===== config.mk =====
export PLATFORM = sky130hd
export DESIGN_NAME = tick_seq
export DESIGN_NICKNAME = d
export VERILOG_FILES = /design/src/rtl/tick_seq_pkg.sv /design/src/rtl/tick_class_hold.sv /design/src/rtl/tick_next_state.sv /design/src/rtl/tick_enable_dec.sv /design/src/rtl/tick_seq.sv
export SDC_FILE = /design/constraint.sdc
export NUM_CORES = 1
export LEC_CHECK = 0
export ABC_AREA = 1
export BUFFER_PORTS_ARGS = -buffer_cell sky130_fd_sc_hd__clkbuf_2
export CAP_MARGIN = 10
export CORE_AREA = 2 2 39 41
export CTS_CLUSTER_DIAMETER = 100
export DETAILED_ROUTE_END_ITERATION = 10
export DIE_AREA = 0 0 41 43
export GPL_TIMING_DRIVEN = 0
export PLACE_DENSITY = 0.74
export SYNTH_ARGS = -nofsm -noshare
export SYNTH_HDL_FRONTEND = slang
export SYNTH_SLANG_ARGS = --single-unit

===== constraint.sdc =====
create_clock -name clk -period 1.1 [get_ports clk]
set_input_delay 0 -clock clk [delete_from_list [all_inputs] [get_ports clk]]
set_output_delay 0 -clock clk [all_outputs]
set_load 0.005 [all_outputs]

===== src/rtl/tick_seq_pkg.sv =====
package tick_seq_pkg;

  localparam int CLS_W = 3;
  localparam int ST_W  = 4;

  typedef enum logic [CLS_W-1:0] {
    CLS_ALU  = 3'd0,
    CLS_LOAD = 3'd1,
    CLS_STOR = 3'd2,
    CLS_BRAN = 3'd3,
    CLS_JREG = 3'd4,
    CLS_JLNK = 3'd5,
    CLS_RSV6 = 3'd6,
    CLS_RSV7 = 3'd7
  } cls_e;

  typedef enum logic [ST_W-1:0] {
    ST_F1  = 4'd0,
    ST_F2  = 4'd1,
    ST_F3  = 4'd2,
    ST_F4  = 4'd3,
    ST_DEC = 4'd4,
    ST_X1  = 4'd5,
    ST_X2  = 4'd6,
    ST_M1  = 4'd7,
    ST_M2  = 4'd8,
    ST_M3  = 4'd9,
    ST_M4  = 4'd10,
    ST_WB  = 4'd11
  } tick_state_e;

  // Fold the unused class codes onto the ALU class.
  function automatic cls_e norm_cls(input logic [CLS_W-1:0] raw);
    cls_e c;
    case (raw)
      3'd1:    c = CLS_LOAD;
      3'd2:    c = CLS_STOR;
      3'd3:    c = CLS_BRAN;
      3'd4:    c = CLS_JREG;
      3'd5:    c = CLS_JLNK;
      default: c = CLS_ALU;
    endcase
    return c;
  endfunction

endpackage


===== src/rtl/tick_class_hold.sv =====
module tick_class_hold
  import tick_seq_pkg::*;
(
  input  logic             clk,
  input  logic             rst,
  input  logic             capture_i,
  input  logic [CLS_W-1:0] cls_raw_i,
  output cls_e             cls_eff_o
);

  cls_e held_q;
  cls_e live_c;

  assign live_c = norm_cls(cls_raw_i);

  always_ff @(posedge clk) begin
    if (rst)            held_q <= CLS_ALU;
    else if (capture_i) held_q <= live_c;
  end

  // In the capture cycle the live class steers the exit from fetch.
  assign cls_eff_o = capture_i ? live_c : held_q;

endmodule


===== src/rtl/tick_next_state.sv =====
module tick_next_state
  import tick_seq_pkg::*;
(
  input  tick_state_e cur_i,
  input  cls_e        cls_i,
  output tick_state_e nxt_o
);

  always_comb begin
    case (cur_i)
      ST_F1:  nxt_o = ST_F2;
      ST_F2:  nxt_o = ST_F3;
      ST_F3:  nxt_o = ST_F4;
      ST_F4:  nxt_o = (cls_i == CLS_JLNK) ? ST_X1 : ST_DEC;
      ST_DEC: nxt_o = ST_X1;
      ST_X1:  nxt_o = ST_X2;
      ST_X2: begin
        case (cls_i)
          CLS_ALU:            nxt_o = ST_WB;
          CLS_LOAD, CLS_STOR: nxt_o = ST_M1;
          default:            nxt_o = ST_F1;
        endcase
      end
      ST_M1:  nxt_o = ST_M2;
      ST_M2:  nxt_o = ST_M3;
      ST_M3:  nxt_o = ST_M4;
      ST_M4:  nxt_o = (cls_i == CLS_LOAD) ? ST_WB : ST_F1;
      default: nxt_o = ST_F1;
    endcase
  end

endmodule


===== src/rtl/tick_enable_dec.sv =====
module tick_enable_dec
  import tick_seq_pkg::*;
(
  input  tick_state_e cur_i,
  input  cls_e        cls_i,
  output logic        en_o
);

  logic ctl_xfer_c;

  assign ctl_xfer_c = (cls_i == CLS_BRAN) || (cls_i == CLS_JREG) ||
                      (cls_i == CLS_JLNK);

  always_comb begin
    case (cur_i)
      ST_X2:   en_o = ctl_xfer_c;
      ST_M4:   en_o = (cls_i == CLS_STOR);
      ST_WB:   en_o = 1'b1;
      default: en_o = 1'b0;
    endcase
  end

endmodule


===== src/rtl/tick_seq.sv =====
module tick_seq
  import tick_seq_pkg::*;
(
  input  logic             clk,
  input  logic             rst,
  input  logic [CLS_W-1:0] cls_i,
  output logic [ST_W-1:0]  state_o,
  output logic             master_en_o,
  output logic             retire_o
);

  tick_state_e st_q;
  tick_state_e st_nxt;
  cls_e        cls_eff;
  logic        en_c;

  tick_class_hold u_hold (
    .clk       (clk),
    .rst       (rst),
    .capture_i (st_q == ST_F4),
    .cls_raw_i (cls_i),
    .cls_eff_o (cls_eff)
  );

  tick_next_state u_nxt (
    .cur_i (st_q),
    .cls_i (cls_eff),
    .nxt_o (st_nxt)
  );

  tick_enable_dec u_en (
    .cur_i (st_q),
    .cls_i (cls_eff),
    .en_o  (en_c)
  );

  always_ff @(posedge clk) begin
    if (rst) st_q <= ST_F1;
    else     st_q <= st_nxt;
  end

  assign state_o     = st_q;
  assign master_en_o = en_c;
  assign retire_o    = en_c;

endmodule


[Yosys cells after proc, flatten, opt, wreduce, memory -nomap -nowiden]
Index checks and enable logic that the tools add are counted.
Word-level totals
  word-level logic and storage cells: 35
  register bits after elaboration: 7
  output and inout port bits: 6
Operators by class
  muxes and demuxes: 7
  equality and inequality tests: 21
  reduce and logical (&&, ||, !) cells: 5
Operator list (count)
  $pmux W4 S11: 1
  $eq A4 B3 Y1 const B: 4
  $eq A4 B4 Y1 const B: 4
  $pmux W3 S5: 1
  $eq A3 B2 Y1 const B: 4
  $eq A3 B3 Y1 const B: 4
  $eq A4 B2 Y1 const B: 2
  $pmux W4 S2: 1
  $eq A3 B1 Y1 const B: 2
  $eq A4 B1 Y1 const B: 1
  $logic_not A4 Y1: 1
  $mux W4: 1
  $logic_not A3 Y1: 1
  $mux W3: 1
  $pmux W1 S3: 1
  $logic_or A1 B1 Y1: 2
  $reduce_or A2 Y1: 1
  $mux W1: 1

[Depth between registers and ports, before layout]
  depth after elaboration: 7
  depth in mapped cells: 11
  depth with buffers taken out: 11

[Hierarchy]
Synthesis repeated with hierarchy kept, for this count alone.
Unflattened totals
  cell total of the unflattened synthesis: 103
  area total of the unflattened synthesis: 548.0 sq um
By module, submodules not included
  tick_next_state: cells each 49, area each 200.2 sq um, times used 1, seq. area each 0.0 sq um
  tick_seq: cells each 18, area each 138.9 sq um, times used 1, seq. area each 80.1 sq um
  tick_class_hold: cells each 19, area each 137.6 sq um, times used 1, seq. area each 60.1 sq um
  tick_enable_dec: cells each 17, area each 71.3 sq um, times used 1, seq. area each 0.0 sq um

[Worst setup path before layout]
OpenSTA, ideal clock, no wires.
  path kind: register to output
  from: register st_q[0] (netlist: state_o[0])
  to: output port retire_o
  data required time: 1.100 ns
  cell stages (with the launch flop): 12
  arrival time: 1.233 ns
  path slack: -0.133 ns
  path through: dfxtp_1 -> nand2_2 -> clkinv_2 -> nand2_4 -> nand2_4 -> nand2_4 -> inv_2 -> nand3_2 -> nand2_1 -> nand3_1 -> nand2_1 -> buf_4
On the way
  cells in the longest elaborated chain, start to end: 6
Ends and longest elaborated chain
  start, declared: RTL line tick_seq.sv:12  | tick_state_e st_q;
  start signal, assigned: RTL line tick_seq.sv:39  | else st_q <= st_nxt;
  $eq A4 B2 Y1: RTL line tick_seq.sv:20  | .capture_i (st_q == ST_F4),
  $mux W3: RTL line tick_class_hold.sv:22  | assign cls_eff_o = capture_i ? live_c : held_q;
  $eq A3 B2 Y1 or $eq A3 B3 Y1 (tied branches): RTL line tick_enable_dec.sv:11  | assign ctl_xfer_c = (cls_i == CLS_BRAN) || (cls_i == CLS_JREG) ||
  $logic_or A1 B1 Y1 (2 in a row): RTL line tick_enable_dec.sv:11
  $pmux W1 S3 (*): RTL line tick_enable_dec.sv:15  | case (cur_i)
  end, declared: RTL line tick_seq.sv:9  | output logic retire_o
Mark *: on every way between the ends. The rest lies on a longest branch, timed or not.

[Worst setup path after layout]
  from: register st_q[2] (netlist: state_o[2])
  to: output port retire_o
The elaborated chain is that of the path after synthesis.

==> results.ini <==
[floorplanning]
start_util=0.4060
ios=11
coreArea_sq_um=1384
die_w_um=41
die_h_um=43
rows=14
die_area_sq_um=1763

[worst_setup_path]
path_cells=nor2_4 -> nand2_4 -> nand2_4 -> nand2_4 -> inv_4 -> nand3_4 -> nand2_2 -> nand3_2 -> nand2_2 -> buf_6 -> buf_6
cp-start-kind=flip-flop
cp_num_buf_inv=3
worstRegToRegCells=12
r2r-end=state_o[3]
endpoint_kind=output pin
cp.arrival_ps=1580
critPathTopFamily=simple AND/OR/NAND/NOR gates
path_class=reg -> out
cpMaxStageDelayCell=dfxtp_4
max_stage_delay_ps=370
crit_top_cell=nand2_4
worstPathMaxFanout=6
worst-endpoint-required_ps=1100
r2r_start=state_o[1]
r2r_slack_ps=-440

[job]
cap_violations=0

[timing]
tightest_slew_ps=215.0
period_minus_slack_ps=1580
skew_ps=3.738
fmax_ghz=0.6328
report.final.setup_viol=7
slew_violations=0
maxSlewHeadroom=0.8565
setup_tns_ps=-2914
fin_ws_ps=-480.4
fin_crit_sh=1.437
hold_viol_final=0
rsz0062_at_grt=yes

[clock_network]
cts_buffer_depth=2
clkTransAtPathRegs_ps=50
cts_buffers=3
clk_latency_ps=250
cts_root_buf=clkbuf_4
cts_tree=built
clkSinkCount=7
htreeDepth=1

[placement]
place.gp.congestion=0.7840
place_hpwl_um=955
portBuffers=10

[min_path]
hp-start=cls_i[2]
min_to=u_hold.held_q[2]
hp-class=in -> reg
holdPathStages=5

[global_route]
grt_pass1_wl_um=2042
grt_pass1_vias=536
grt_usage=0.1720
antenna_found_initial=0
grt_max_degree=8
grt_overflow_total=0

[routing]
num_vias=624
wirelength_um=1456
first_pass_iters=4
drc=0
vias_per_cell=4.727
drtAntennaViolNets=0
drt_iter0_drc=11
wl_per_cell_um=11.03

[status]
status=complete, but fails checks
violations=negative setup slack

[finish]
nNetsFinal=122
area_delta_synth_final_pct=61.69
drive_gt1_frac=0.5345
fin_util=0.6564
num_antenna_cells=0

[power_and_ir_drop]
vdd_drop_max_uv=664.1
pwr_density_cell_nw_per_um2=890.4
p_leak_nw=0.4316

[synthesis]
ys_types=19
yosys_register_bits=7
yosysWarningCount=0
syn_avg_cell_area_sq_um=6.532
yosysSeqAreaShare=0.2494
netlist_instances=86
synth_area_sq_um=561.8
synth_fp_nets=91

## worst min-delay path, stage by stage
cell and delay (ps):
clkbuf_2 100, nand2_1 80, nand3_2 150, nand2_8 80, nor2_1 80
## kinds of logic (layout without fill, tap and decap cells)
group / count (synthesis) / count (layout) / synth area share
and+or+nand+nor: 52 / 52 / 0.5078
buffers and inverters: 16 / 46 / 0.1158
AOI/OAI and AO/OA: 11 / 11 / 0.1270
DFF: 7 / 7 / 0.2494
## cell usage after synthesis, drive strengths merged
cell type,number,area share
nand2,25,0.24
nor2,15,0.11
inv,14,0.094
nand3,10,0.12
dfxtp,7,0.25
o21ai,6,0.080
a21oi,4,0.036
a31oi,1,0.011
buf,1,0.013
clkinv,1,0.0089
nand3b,1,0.013
nand4,1,0.022
## where the power goes
part	leakage, nW	internal, mW	switching (mW)
clock	0.0150	0.138	0.0856
sequential	0.0599	0.267	0.0229
combinational	0.357	0.141	0.154
## routing by layer
metal,global-route usage,part of all wire,wire (um),up-vias
met3,0.02094,0.025,36,2
met2,0.2719,0.53,771,13
met4,0.1333,0.0089,13,0
li1,-,-,-,327
met1,0.1942,0.44,635,282
met5,0,0,0,-
## how the worst max path moves through the flow
stage,startpoint,to,slack [ps],cells past startpoint
2_1_floorplan,state_o[2],retire_o,-80,10
3_3_place_gp,state_o[2],retire_o,-240,10
3_5_place_dp,state_o[2],retire_o,-290,11
4_1_cts,state_o[3],retire_o,-500,11
5_1_grt,state_o[2],retire_o,-570,11
6_report,state_o[2],retire_o,-480,11
## flip-flops by register name, indices dropped and copies added (netlist names)
register and count:
state_o 4, u_hold.held_q 3
## stage by stage
stage               power [mW]  std cells  area (sq um)  setup WS (ps)  hold slack (ps)
floorplan               0.4258         86         578.1         -77.43            64.97
global placement        0.4664        112         648.1         -240.8            261.4
detailed placement      0.4716        112         648.1         -293.7            262.5
CTS                     0.7450        125         780.7         -495.4            257.9
global route            0.8529        132         908.4         -566.4            299.0
finish                  0.8088        132         908.4         -480.4            285.1
## placed cells by master, fill, tap and decap left out, drive strengths merged, types with 4 or more instances in the layout
master / count
nand2: 25
buf: 18
a21oi: 4
nand3: 10
nor2: 15
inv: 14
dfxtp: 7
clkbuf: 12
o21ai: 6
## what timing repair did
action,CTS,global route
endpoints found under the hold margin,2,0
endpoints found under the setup margin,6,8
setup buffers,8,7
pin swaps,8,13
resized for setup,11,21
hold buffers,1,0
## final cells by class
cell class | count | area [sq um]
Inverter | 15 | 66.31
Timing Repair Buffer | 26 | 193.9
Sequential cell | 7 | 155.1
Tap cell | 16 | 20.02
Buffer | 1 | 11.26
Fill cell | 121 | 475.5
Clock buffer | 4 | 26.28
Multi-Input combinational cell | 63 | 435.4
Power figures use the tool's default switching activity.
